## src/rtl/smi_pkg.sv

```systemverilog
package smi_pkg;

  localparam int NSRC = 8;

  typedef enum logic [2:0] {
    SRC_RTC   = 3'd0,
    SRC_IRQ   = 3'd1,
    SRC_DRQ   = 3'd2,
    SRC_INACC = 3'd3,
    SRC_SW1   = 3'd4,
    SRC_SW2   = 3'd5,
    SRC_VGA   = 3'd6,
    SRC_SOFT  = 3'd7
  } smi_src_e;

  localparam logic [7:0] CODE_IRQ   = 8'h08;
  localparam logic [7:0] CODE_DRQ   = 8'h09;
  localparam logic [7:0] CODE_INACC = 8'h0A;
  localparam logic [7:0] CODE_SW1   = 8'h0C;
  localparam logic [7:0] CODE_RTC   = 8'h0D;
  localparam logic [7:0] CODE_SOFT  = 8'h0F;
  localparam logic [7:0] CODE_SW2   = 8'h10;
  localparam logic [7:0] CODE_VGA   = 8'h11;

  typedef struct packed {
    logic [7:0] soft_ctl;   // 56h
    logic [7:0] gate_a;     // 57h
    logic [7:0] sw_en;      // 58h
    logic [7:0] rtc_ctl;    // 59h
    logic [7:0] gate_b;     // 5Ah
    logic [7:0] irq_lo;     // 5Ch
    logic [7:0] irq_hi;     // 5Dh
    logic [7:0] drq_sel;    // 5Eh
    logic [7:0] mon_sel;    // 66h
  } smi_cfg_t;

  function automatic logic [7:0] code_of(input smi_src_e s);
    case (s)
      SRC_RTC:   return CODE_RTC;
      SRC_IRQ:   return CODE_IRQ;
      SRC_DRQ:   return CODE_DRQ;
      SRC_INACC: return CODE_INACC;
      SRC_SW1:   return CODE_SW1;
      SRC_SW2:   return CODE_SW2;
      SRC_VGA:   return CODE_VGA;
      default:   return CODE_SOFT;
    endcase
  endfunction

endpackage

```

## src/rtl/smi_edge_det.sv

```systemverilog
module smi_edge_det #(
  parameter int W = 8
) (
  input  logic         clk,
  input  logic         rst_n,
  input  logic [W-1:0] din,
  output logic [W-1:0] rise
);
  logic [W-1:0] prev_q;

  always_ff @(posedge clk) begin
    if (!rst_n) prev_q <= '0;
    else        prev_q <= din;
  end

  assign rise = din & ~prev_q;
endmodule

```

## src/rtl/smi_cfg_regs.sv

```systemverilog
module smi_cfg_regs
  import smi_pkg::*;
#(
  parameter int              IO_AW      = 16,
  parameter logic [IO_AW-1:0] PORT_INDEX = 'h22,
  parameter logic [IO_AW-1:0] PORT_DATA  = 'h23
) (
  input  logic             clk,
  input  logic             rst_n,
  input  logic             io_wr,
  input  logic             io_rd,
  input  logic [IO_AW-1:0] io_addr,
  input  logic [7:0]       io_wdata,
  input  logic [7:0]       cause,
  output logic [7:0]       io_rdata,
  output smi_cfg_t         cfg,
  output logic             soft_fire
);
  logic [7:0] index_q;
  smi_cfg_t   cfg_q;
  logic       data_wr;
  logic [7:0] sel_val;

  assign data_wr = io_wr && (io_addr == PORT_DATA);

  always_ff @(posedge clk) begin
    if (!rst_n) begin
      index_q <= '0;
      cfg_q   <= '0;
    end else begin
      if (io_wr && (io_addr == PORT_INDEX)) index_q <= io_wdata;
      if (data_wr) begin
        case (index_q)
          8'h56: cfg_q.soft_ctl <= io_wdata;
          8'h57: cfg_q.gate_a   <= io_wdata;
          8'h58: cfg_q.sw_en    <= io_wdata;
          8'h59: cfg_q.rtc_ctl  <= io_wdata;
          8'h5A: cfg_q.gate_b   <= io_wdata;
          8'h5C: cfg_q.irq_lo   <= io_wdata;
          8'h5D: cfg_q.irq_hi   <= io_wdata;
          8'h5E: cfg_q.drq_sel  <= io_wdata;
          8'h66: cfg_q.mon_sel  <= io_wdata;
          default: ;
        endcase
      end
    end
  end

  always_comb begin
    case (index_q)
      8'h56:   sel_val = cfg_q.soft_ctl;
      8'h57:   sel_val = cfg_q.gate_a;
      8'h58:   sel_val = cfg_q.sw_en;
      8'h59:   sel_val = cfg_q.rtc_ctl;
      8'h5A:   sel_val = cfg_q.gate_b;
      8'h5B:   sel_val = cause;
      8'h5C:   sel_val = cfg_q.irq_lo;
      8'h5D:   sel_val = cfg_q.irq_hi;
      8'h5E:   sel_val = cfg_q.drq_sel;
      8'h66:   sel_val = cfg_q.mon_sel;
      default: sel_val = 8'h00;
    endcase
  end

  always_comb begin
    io_rdata = 8'h00;
    if (io_rd && (io_addr == PORT_INDEX)) io_rdata = index_q;
    else if (io_rd && (io_addr == PORT_DATA)) io_rdata = sel_val;
  end

  assign soft_fire = data_wr && (index_q == 8'h56) && (io_wdata[7:6] == 2'b11);
  assign cfg       = cfg_q;
endmodule

```

## src/rtl/smi_window_match.sv

```systemverilog
module smi_window_match #(
  parameter int               MON_AW  = 24,
  parameter logic [MON_AW-1:0] MEM_LO  = 'h0A0000,
  parameter logic [MON_AW-1:0] MEM_HI  = 'h0B0000,
  parameter logic [MON_AW-1:0] IO_LO   = 'h0003B0,
  parameter logic [MON_AW-1:0] IO_HI   = 'h0003BF
) (
  input  logic              mem_wr,
  input  logic              io_wr,
  input  logic [MON_AW-1:0] addr,
  input  logic              mem_en,
  input  logic              io_en,
  output logic              hit
);
  logic in_mem, in_io;
  assign in_mem = (addr >= MEM_LO) && (addr <= MEM_HI);
  assign in_io  = (addr >= IO_LO) && (addr <= IO_HI);
  assign hit    = (mem_wr && mem_en && in_mem) || (io_wr && io_en && in_io);
endmodule

```

## src/rtl/smi_prio_pick.sv

```systemverilog
module smi_prio_pick
  import smi_pkg::*;
#(
  parameter int N = NSRC
) (
  input  logic [N-1:0]         req,
  output logic                 any,
  output logic [$clog2(N)-1:0] win
);
  logic [N-1:0][$clog2(N)-1:0] chain;

  // Lower index wins: walk from the top down, each stage overriding.
  generate
    for (genvar i = N - 1; i >= 0; i--) begin : g_stage
      if (i == N - 1) begin : g_top
        assign chain[i] = $clog2(N)'(i);
      end else begin : g_mid
        assign chain[i] = req[i] ? $clog2(N)'(i) : chain[i+1];
      end
    end
  endgenerate

  assign any = |req;
  assign win = chain[0];
endmodule

```

## src/rtl/smi_event_ctrl.sv

```systemverilog
module smi_event_ctrl
  import smi_pkg::*;
#(
  parameter int IO_AW    = 16,
  parameter int MON_AW   = 24,
  parameter int IRQ_N    = 16,
  parameter int DRQ_N    = 8
) (
  input  logic              clk,
  input  logic              rst_n,
  input  logic              io_wr,
  input  logic              io_rd,
  input  logic [IO_AW-1:0]  io_addr,
  input  logic [7:0]        io_wdata,
  output logic [7:0]        io_rdata,
  input  logic [IRQ_N-1:0]  irq,
  input  logic              nmi,
  input  logic [DRQ_N-1:0]  drq,
  input  logic              mon_mem_wr,
  input  logic              mon_io_wr,
  input  logic [MON_AW-1:0] mon_addr,
  input  logic              sw1_evt,
  input  logic              sw2_evt,
  output logic              smi_pulse,
  output logic [7:0]        smi_cause
);
  localparam int SRCW = $clog2(NSRC);

  smi_cfg_t        cfg;
  logic            soft_fire;
  logic [IRQ_N:0]  line_rise;      // bit IRQ_N is NMI
  logic [DRQ_N-1:0] drq_rise;
  logic [IRQ_N-1:0] irq_slot;      // IRQ2 slot carries NMI
  logic [IRQ_N-1:0] irq_mask;
  logic            vga_hit;
  logic [NSRC-1:0] src_req;
  logic            any_req;
  logic [SRCW-1:0] win_idx;
  logic            pulse_q;
  logic [7:0]      cause_q;

  smi_cfg_regs #(.IO_AW(IO_AW)) u_cfg (
    .clk      (clk),
    .rst_n    (rst_n),
    .io_wr    (io_wr),
    .io_rd    (io_rd),
    .io_addr  (io_addr),
    .io_wdata (io_wdata),
    .cause    (cause_q),
    .io_rdata (io_rdata),
    .cfg      (cfg),
    .soft_fire(soft_fire)
  );

  smi_edge_det #(.W(IRQ_N + 1)) u_irq_edge (
    .clk  (clk),
    .rst_n(rst_n),
    .din  ({nmi, irq}),
    .rise (line_rise)
  );

  smi_edge_det #(.W(DRQ_N)) u_drq_edge (
    .clk  (clk),
    .rst_n(rst_n),
    .din  (drq),
    .rise (drq_rise)
  );

  generate
    for (genvar i = 0; i < IRQ_N; i++) begin : g_slot
      if (i == 2) begin : g_nmi
        assign irq_slot[i] = line_rise[IRQ_N];
      end else begin : g_line
        assign irq_slot[i] = line_rise[i];
      end
    end
  endgenerate

  assign irq_mask = IRQ_N'({cfg.irq_hi, cfg.irq_lo});

  smi_window_match #(.MON_AW(MON_AW)) u_win (
    .mem_wr(mon_mem_wr),
    .io_wr (mon_io_wr),
    .addr  (mon_addr),
    .mem_en(cfg.mon_sel[0]),
    .io_en (cfg.mon_sel[1]),
    .hit   (vga_hit)
  );

  logic irq_gate, drq_gate, vga_gate;
  assign irq_gate = cfg.gate_a[3] & cfg.gate_b[5];
  assign drq_gate = cfg.gate_a[7] & cfg.gate_b[6];
  assign vga_gate = cfg.gate_a[1] & cfg.gate_b[0];

  always_comb begin
    src_req            = '0;
    src_req[SRC_RTC]   = line_rise[8] & cfg.irq_hi[0] & irq_gate & cfg.rtc_ctl[6];
    src_req[SRC_IRQ]   = |(irq_slot & irq_mask) & irq_gate;
    src_req[SRC_DRQ]   = |(drq_rise & cfg.drq_sel[DRQ_N-1:0]) & drq_gate;
    src_req[SRC_INACC] = line_rise[1]
                       | (line_rise[3]  & cfg.mon_sel[7])
                       | (line_rise[4]  & cfg.mon_sel[6])
                       | (line_rise[12] & cfg.mon_sel[5]);
    src_req[SRC_SW1]   = sw1_evt & cfg.sw_en[6];
    src_req[SRC_SW2]   = sw2_evt & cfg.sw_en[7];
    src_req[SRC_VGA]   = vga_hit & vga_gate;
    src_req[SRC_SOFT]  = soft_fire;
  end

  smi_prio_pick #(.N(NSRC)) u_pick (
    .req(src_req),
    .any(any_req),
    .win(win_idx)
  );

  always_ff @(posedge clk) begin
    if (!rst_n) begin
      pulse_q <= 1'b0;
      cause_q <= 8'h00;
    end else begin
      pulse_q <= any_req;
      if (any_req) cause_q <= code_of(smi_src_e'(win_idx));
    end
  end

  assign smi_pulse = pulse_q;
  assign smi_cause = cause_q;
endmodule

```

## config.mk

```make
export PLATFORM = sky130hd
export DESIGN_NAME = smi_event_ctrl
export DESIGN_NICKNAME = d
export VERILOG_FILES = /design/src/rtl/smi_pkg.sv /design/src/rtl/smi_edge_det.sv /design/src/rtl/smi_cfg_regs.sv /design/src/rtl/smi_window_match.sv /design/src/rtl/smi_prio_pick.sv /design/src/rtl/smi_event_ctrl.sv
export SDC_FILE = /design/constraint.sdc
export NUM_CORES = 1
export LEC_CHECK = 0
export BUFFER_PORTS_ARGS = -buffer_cell sky130_fd_sc_hd__buf_2
export CAP_MARGIN = 20
export CORE_ASPECT_RATIO = 0.6
export CORE_MARGIN = 3
export CORE_UTILIZATION = 45
export CTS_BUF_LIST = sky130_fd_sc_hd__clkbuf_8
export DETAILED_ROUTE_END_ITERATION = 16
export PLACE_DENSITY = 0.69
export SETUP_SLACK_MARGIN = 0.15
export SLEW_MARGIN = 5
export SYNTH_ARGS = -nofsm -noshare
export SYNTH_HDL_FRONTEND = slang
export SYNTH_HIERARCHICAL = 1
export SYNTH_SLANG_ARGS = --single-unit
```

## constraint.sdc

```tcl
create_clock -name clk -period 2.6 [get_ports clk]
set_input_delay 0.26 -clock clk [delete_from_list [all_inputs] [get_ports clk]]
set_output_delay 0.26 -clock clk [all_outputs]
set_load 0.02 [all_outputs]
```

==> results of run 1 <==
[through the flow]
step                hold slack, ns  instances
finish                      0.0862        848
global route                0.0627        848
CTS                         0.0653        846
detailed placement           0.476        827
global placement             0.473        827
floorplan                    0.378        584
[area by class of cell]
class,instances,area [sq um]
timing repair buffer,128,778
sequential,110,2220
fill,1074,4950
inverter,3,11.3
clock buffer,9,124
multi-input combinational,431,3360
clock inverter,7,58.8
tap,160,200
[critical path, stage by stage (launching register included)]
cell and delay, ns:
dfxtp_4 0.38, or4bb_4 0.55, o21ai_2 0.12, mux2_4 0.17
o2111ai_4 0.16, buf_6 0.20, o21ai_2 0.16, buf_6 0.13
[state kept, by name (all words and copies together) (netlist names)]
signal	count
smi_cause	5
u_cfg/cfg	72
smi_pulse	1
u_irq_edge/prev_q	16
u_drq_edge/prev_q	8
u_cfg/index_q	8
[what timing repair did]
item,CTS,global route
pin swaps,1,6
cloned,0,0
setup buffers,3,2
setup endpoints to repair,8,11
hold endpoints to repair,0,0
resized for setup,38,14
[power groups by stage]
stage | Sequential (mW) | Combinational, mW | Clock (mW)
final | 1.71 | 0.232 | 0.983
after global routing | 1.72 | 0.251 | 1.08
after CTS | 1.72 | 0.229 | 1.01
after detailed placement | 1.76 | 0.228 | 0
after global placement | 1.76 | 0.221 | 0
after floorplan | 1.76 | 0.110 | 0
[per-layer routing]
metal	part of all wire	wire, um	vias to the layer above
li1	-	-	2262
met1	0.48	7810	2386
met2	0.42	6750	215
met3	0.095	1530	12
met4	0.0066	107	0
met5	0	0	-
[final timing paths]
path         cells after the start              endpoint                 start  slack, ns
max                              7           io_rdata[0]      u_cfg/index_q[4]       0.08
min                              2  u_drq_edge/prev_q[1]                drq[1]       0.09
max reg2reg                     10          smi_cause[3]  u_irq_edge/prev_q[7]       0.27
min reg2reg                      1          smi_cause[2]          smi_cause[2]       0.52
==> reports/metrics.yaml, run 1 <==
status: "complete, no violations"
grt_first_pass_wirelength_um: 25000
dpl_cell_area_sq_mm: 0.00635
yosys_warnings: 6
rsz0062_at_grt: "true"
p_total_mw: 2.93
globalplace.congestion: 0.888
vdd_drop_max_uv: 295
die_h_um: 92.4
clock_latency_ns: 0.38
grt_util_met2: 0.330
startpoint_type: "flip-flop"
drt_iter0_markers: 430
comb_power_share: 0.079
tightestPinTransition_ns: 0.677
final_hold_viol_count: 0
fin_tns_setup_ns: 0
gr-total-overflow: 0
cp_max_fo: 5
syn_avg_cell_area_sq_um: 9.68
diodes: 0
htreeDepth: 3
drc: 0
dp_hpwl_um: 11900
clock.fmax_ghz: 0.397
cts_made_buffers: 9
final_cell_mix: "nor2b_1 (108), dfxtp_1 (103), buf_2 (87), mux2i_1 (80), nand2_1 (35)"
grt_use_met1: 0.346
numPortBuffers: 93
period_share: 0.969
row_count: 30
tritoncts: "built"
wl_per_cell_um: 19.1
fp.dieArea_sq_mm: 0.0139
dp_slack_ns: -0.0557
gr-usage-all-layers: 0.231
min_period_ns: 2.52
holdBufCountCts: 0
syn_area_sq_mm: 0.00560
coreArea_sq_mm: 0.0117
drt_first_pass_iters: 5
crit_arrival_ns: 2.26
fin_util: 0.577
grt_max_degree: 48
path_class: "reg2out"
netSwitchingFraction: 0.258
grt-busiest-layer: "met1"
final_area_sq_mm: 0.00676
cellPowerDensity_mw_per_mm2: 434
die_x_um: 150
end_kind: "output port"
setup_violations: 0
areaGrowthSynthToFinish_pct: 20.6
antenna_found_initial: 0
fin_ws_ns: 0.0800
drv_slew: 0
p_leak_nw: 2.50
ctsLongestPathBuffers: 2
fin_skew_ns: 0.0109
cell_internal_pwr_mw: 2.17
slew_headroom: 0.549
wl_um: 16200
antenna_left: 0
grt_pass1_vias: 4595
start_util: 0.479
clock_power_share: 0.336
hp-class: "in2reg"
via_per_inst: 5.75
grt_use_met3: 0.0675
critPathRequiredTime_ns: 2.34
clk_pin_slew_ns: 0.10
final_nets: 764
max_cap_viol_count: 0
root_buffer: "clkbuf_8"
ios: 98
synthCells: 579
num_vias: 4875
drive_above_1_share: 0.289
power.switching_mw: 0.757
layout.cells.most_common: "nor2b_1"
power_frac_seq: 0.585
cts.sinks: 110
Note: power is estimated with default switching activity, not from simulation.
==> inputs of run 2 (changes only) <==
--- a/config.mk
+++ b/config.mk
@@ -12,7 +12,7 @@
 export CORE_UTILIZATION = 45
 export CTS_BUF_LIST = sky130_fd_sc_hd__clkbuf_8
 export DETAILED_ROUTE_END_ITERATION = 16
-export PLACE_DENSITY = 0.69
+export PLACE_DENSITY = 0.66
 export SETUP_SLACK_MARGIN = 0.15
 export SLEW_MARGIN = 5
 export SYNTH_ARGS = -nofsm -noshare
==> constraint.sdc (replaced) <==
create_clock -name clk -period 3.24 [get_ports clk]
set_input_delay 0.324 -clock clk [delete_from_list [all_inputs] [get_ports clk]]
set_output_delay 0.324 -clock clk [all_outputs]
set_load 0.02 [all_outputs]
==> reports/metrics.yaml, run 2 (same netlist as run 1, synthesis figures left out) <==
status: "complete, no violations"
coreArea_sq_mm: 0.0117
diodes: 0
largest_reg_flops: 72
root_buffer: "clkbuf_8"
die_x_um: 150
fin_util: 0.548
areaGrowthSynthToFinish_pct: 14.6
period_share: 0.883
end_kind: "output port"
max_cap_viol_count: 0
finalNonFillerCells: 826
p_total_mw: 2.43
cellPowerDensity_mw_per_mm2: 379
dpl.cell_count: 810
fin_tns_setup_ns: 0
min_period_ns: 2.86
grt_max_degree: 90
worstSetupStartpoint: "u_cfg/index_q[1]"
drc: 0
final_nets: 742
path_class: "reg2out"
fin_skew_ns: 0.0124
grt_first_pass_wirelength_um: 24200
slew_headroom: 0.429
critPathRequiredTime_ns: 2.92
hp-class: "in2reg"
final_area_sq_mm: 0.00642
final_cell_mix: "dfxtp_1 (110), nor2b_1 (108), buf_2 (93), mux2i_1 (80), nand2_1 (35)"
tightestPinTransition_ns: 0.850
grt_use_met1: 0.343
globalplace.congestion: 0.847
grt_util_met2: 0.321
fill_cells: 1105
ctsLongestPathBuffers: 2
dpl_cell_area_sq_mm: 0.00621
antenna_found_initial: 0
start_util: 0.479
fp.dieArea_sq_mm: 0.0139
numPortBuffers: 93
grt_use_met3: 0.0518
crit_path_end: "io_rdata[6]"
drt_iter0_markers: 438
holdBufCountCts: 0
vdd_drop_max_uv: 225
antenna_left: 0
crit_arrival_ns: 2.54
cp_max_fo: 14
num_vias: 4693
cts.sinks: 110
rsz0062_at_grt: "false"
grt_pass1_vias: 4372
clock.fmax_ghz: 0.350
drv_slew: 0
startpoint_type: "flip-flop"
drt_first_pass_iters: 5
rrSetupSlack_ns: 0.69
wl_per_cell_um: 19.1
setup_violations: 0
tritoncts: "built"
final_hold_viol_count: 0
clock_latency_ns: 0.38
clk_pin_slew_ns: 0.11
row_count: 30
p_leak_nw: 2.35
htreeDepth: 3
gr-usage-all-layers: 0.224
rr_startpoint: "u_cfg/index_q[4]"
gr-total-overflow: 0
r2r_cells: 6
cts_made_buffers: 9
drive_above_1_share: 0.227
via_per_inst: 5.68
die_h_um: 92.4
ios: 98
layout.cells.most_common: "dfxtp_1"
crit-reg2reg-capture: "u_cfg/cfg[24]"
dp_hpwl_um: 11600
grt-busiest-layer: "met1"
wl_um: 15700
-- run 2: critical path: stages, from the launching register on --
cell and delay (ns):
dfxtp_1 0.73, mux2_2 0.41, and3_1 0.18, a22o_1 0.23, a211oi_1 0.31, o21ai_1 0.11
buf_2 0.18
-- run 2: cell type report --
cell class | instances | area (sq um) | area share
inverter | 3 | 11.3 | 0.00175
clock inverter | 6 | 67.6 | 0.0105
timing repair buffer | 106 | 563 | 0.0877
tap | 160 | 200 | 0.0312
clock buffer | 10 | 138 | 0.0214
sequential | 110 | 2200 | 0.343
multi-input combinational | 431 | 3240 | 0.504
-- run 2: worst min-delay path by stage --
| stage | from | to | slack (ns) | cells past startpoint |
|---|---|---|---|---|
| after detailed placement | u_cfg/cfg[35] | u_cfg/cfg[35] | 0.50 | 2 |
| after global placement | u_cfg/cfg[48] | u_cfg/cfg[48] | 0.49 | 2 |
| after floorplan | rst_n | smi_cause[4] | 0.44 | 1 |
| after global routing | drq[1] | u_drq_edge/prev_q[1] | 0.13 | 2 |
| final | drq[3] | u_drq_edge/prev_q[3] | 0.15 | 2 |
| after CTS | drq[6] | u_drq_edge/prev_q[6] | 0.14 | 2 |
-- run 2: what timing repair did --
action	in CTS	in global routing
resized for setup	0	1
buffers inserted	0	0
endpoints found under the setup margin	0	5
-- run 2: layer usage --
metal	wire length (um)	vias to the layer above	part of all wire
li1	-	2216	-
met1	7950	2283	0.50
met2	6510	179	0.41
met3	1150	15	0.073
met4	145	0	0.0092
met5	0	-	0
-- run 2: power breakdown --
| part | internal, mW | switching [mW] |
|---|---|---|
| Sequential | 1.37 | 0.00842 |
| Clock | 0.387 | 0.489 |
| Combinational | 0.0806 | 0.0969 |
| Total | 1.84 | 0.594 |
-- run 2: stage by stage --
stage | worst slack [ns] | hold WS (ns)
2_1_floorplan | 0.716 | 0.442
3_3_place_gp | 0.442 | 0.491
3_5_place_dp | 0.352 | 0.502
4_1_cts | 0.353 | 0.135
5_1_grt | 0.262 | 0.134
6_report | 0.380 | 0.151
==> inputs of run 3 (changes only) <==
--- a/config.mk
+++ b/config.mk
@@ -9,10 +9,10 @@
 export CAP_MARGIN = 20
 export CORE_ASPECT_RATIO = 0.6
 export CORE_MARGIN = 3
-export CORE_UTILIZATION = 45
+export CORE_UTILIZATION = 25
 export CTS_BUF_LIST = sky130_fd_sc_hd__clkbuf_8
 export DETAILED_ROUTE_END_ITERATION = 16
-export PLACE_DENSITY = 0.66
+export PLACE_DENSITY = 0.5
 export SETUP_SLACK_MARGIN = 0.15
 export SLEW_MARGIN = 5
 export SYNTH_ARGS = -nofsm -noshare
==> reports/metrics.yaml, run 3 (same netlist as run 1, synthesis figures left out) <==
largest_reg_flops: 72
cell_internal_pwr_mw: 1.96
vdd_drop_max_uv: 281
clock_power_share: 0.388
die_x_um: 199
via_per_inst: 4.80
gr-total-overflow: 0
drive_above_1_share: 0.234
drt_iter0_markers: 327
root_buffer: "clkbuf_8"
power_frac_seq: 0.541
min_period_ns: 2.94
ios: 98
clk_pin_slew_ns: 0.11
dp_hpwl_um: 13100
final_cell_mix: "dfxtp_1 (109), nor2b_1 (108), buf_2 (93), mux2i_1 (80), nand2_1 (35)"
dpl.cell_count: 935
diodes: 0
slew_headroom: 0.566
path_class: "reg2out"
grt_first_pass_wirelength_um: 26800
crit_arrival_ns: 2.61
rsz0062_at_grt: "false"
final_nets: 748
htreeDepth: 3
start_util: 0.261
antenna_found_initial: 0
hp-class: "in2reg"
antenna_left: 0
tritoncts: "built"
end_kind: "output port"
globalplace.congestion: 0.786
period_share: 0.907
ctsLongestPathBuffers: 2
clock.fmax_ghz: 0.340
hold_slack_ns: 0.142
cp_max_fo: 12
finalNonFillerCells: 950
num_vias: 4561
max_cap_viol_count: 0
grt_pass1_vias: 4388
drc: 0
comb_power_share: 0.072
fin_skew_ns: 0.0122
status: "complete, no violations"
postCtsSetupBuffers: 0
power.switching_mw: 0.590
cts_made_buffers: 9
grt_max_degree: 111
row_count: 41
areaGrowthSynthToFinish_pct: 18.7
drt_first_pass_iters: 4
cts.sinks: 110
wl_per_cell_um: 18.3
die_h_um: 122
fin_tns_setup_ns: 0
gr-usage-all-layers: 0.146
p_leak_nw: 2.39
setup_violations: 0
startpoint_type: "flip-flop"
tightestPinTransition_ns: 0.647
dpl_cell_area_sq_mm: 0.00642
clock_latency_ns: 0.39
drv_slew: 0
wl_um: 17400
coreArea_sq_mm: 0.0215
cellPowerDensity_mw_per_mm2: 384
critPathRequiredTime_ns: 2.92
final_hold_viol_count: 0
layout.cells.most_common: "dfxtp_1"
final_area_sq_mm: 0.00665
fp.dieArea_sq_mm: 0.0243
netSwitchingFraction: 0.231
numPortBuffers: 93
-- run 3: final timing paths --
check / startpoint / end / slack, ns / cells after the start
worst min-delay path: irq[7] / u_irq_edge/prev_q[7] / 0.14 / 2
worst max-delay path: u_cfg/index_q[4] / io_rdata[7] / 0.30 / 7
worst max register to register: u_irq_edge/prev_q[4] / smi_cause[4] / 0.62 / 9
worst min register to register: u_cfg/index_q[6] / u_cfg/index_q[6] / 0.52 / 2
-- run 3: metal layers --
metal / global-route usage / share of wire / vias up
met5: 0 / 0 / -
met4: 0.0180 / 0.0047 / 0
met3: 0.0370 / 0.059 / 7
met2: 0.188 / 0.38 / 114
met1: 0.242 / 0.56 / 2215
li1: - / - / 2225
-- run 3: worst max-delay path, cell delays in order, from the launching register on --
cell and delay, ns:
dfxtp_1 0.52, and4bb_2 0.28, buf_4 0.21, and4_1 0.37, a222oi_1 0.15, nor2b_1 0.15, o21ai_0 0.30, buf_2 0.24
-- run 3: layout make-up --
| class | instances | area, sq um |
|---|---|---|
| clock inverters | 6 | 109 |
| well taps | 279 | 349 |
| flip-flops and latches | 110 | 2200 |
| inverters | 3 | 11.3 |
| multi-input cells | 431 | 3230 |
| fillers | 2273 | 14800 |
| clock buffers | 9 | 124 |
| repair buffers | 112 | 621 |
-- run 3: metrics by stage --
step	utilization	worst slack (ns)	power [mW]
after global routing	0.309	0.172	2.66
after detailed placement	0.299	0.328	1.60
after CTS	0.309	0.260	2.59
after floorplan	-	0.716	1.50
after global placement	0.299	0.267	1.59
final	0.309	0.303	2.55
-- run 3: power by group through the flow --
| stage | combinational, mW | sequential [mW] | clock [mW] |
|---|---|---|---|
| CTS | 0.185 | 1.38 | 1.03 |
| global route | 0.201 | 1.38 | 1.07 |
| global placement | 0.183 | 1.41 | 0 |
| floorplan | 0.0885 | 1.41 | 0 |
| detailed placement | 0.184 | 1.41 | 0 |
| finish | 0.183 | 1.38 | 0.989 |
-- run 3: repair_timing --
item,CTS,global route
gates resized for setup,0,1
setup endpoints to repair,0,1
hold buffers,0,0
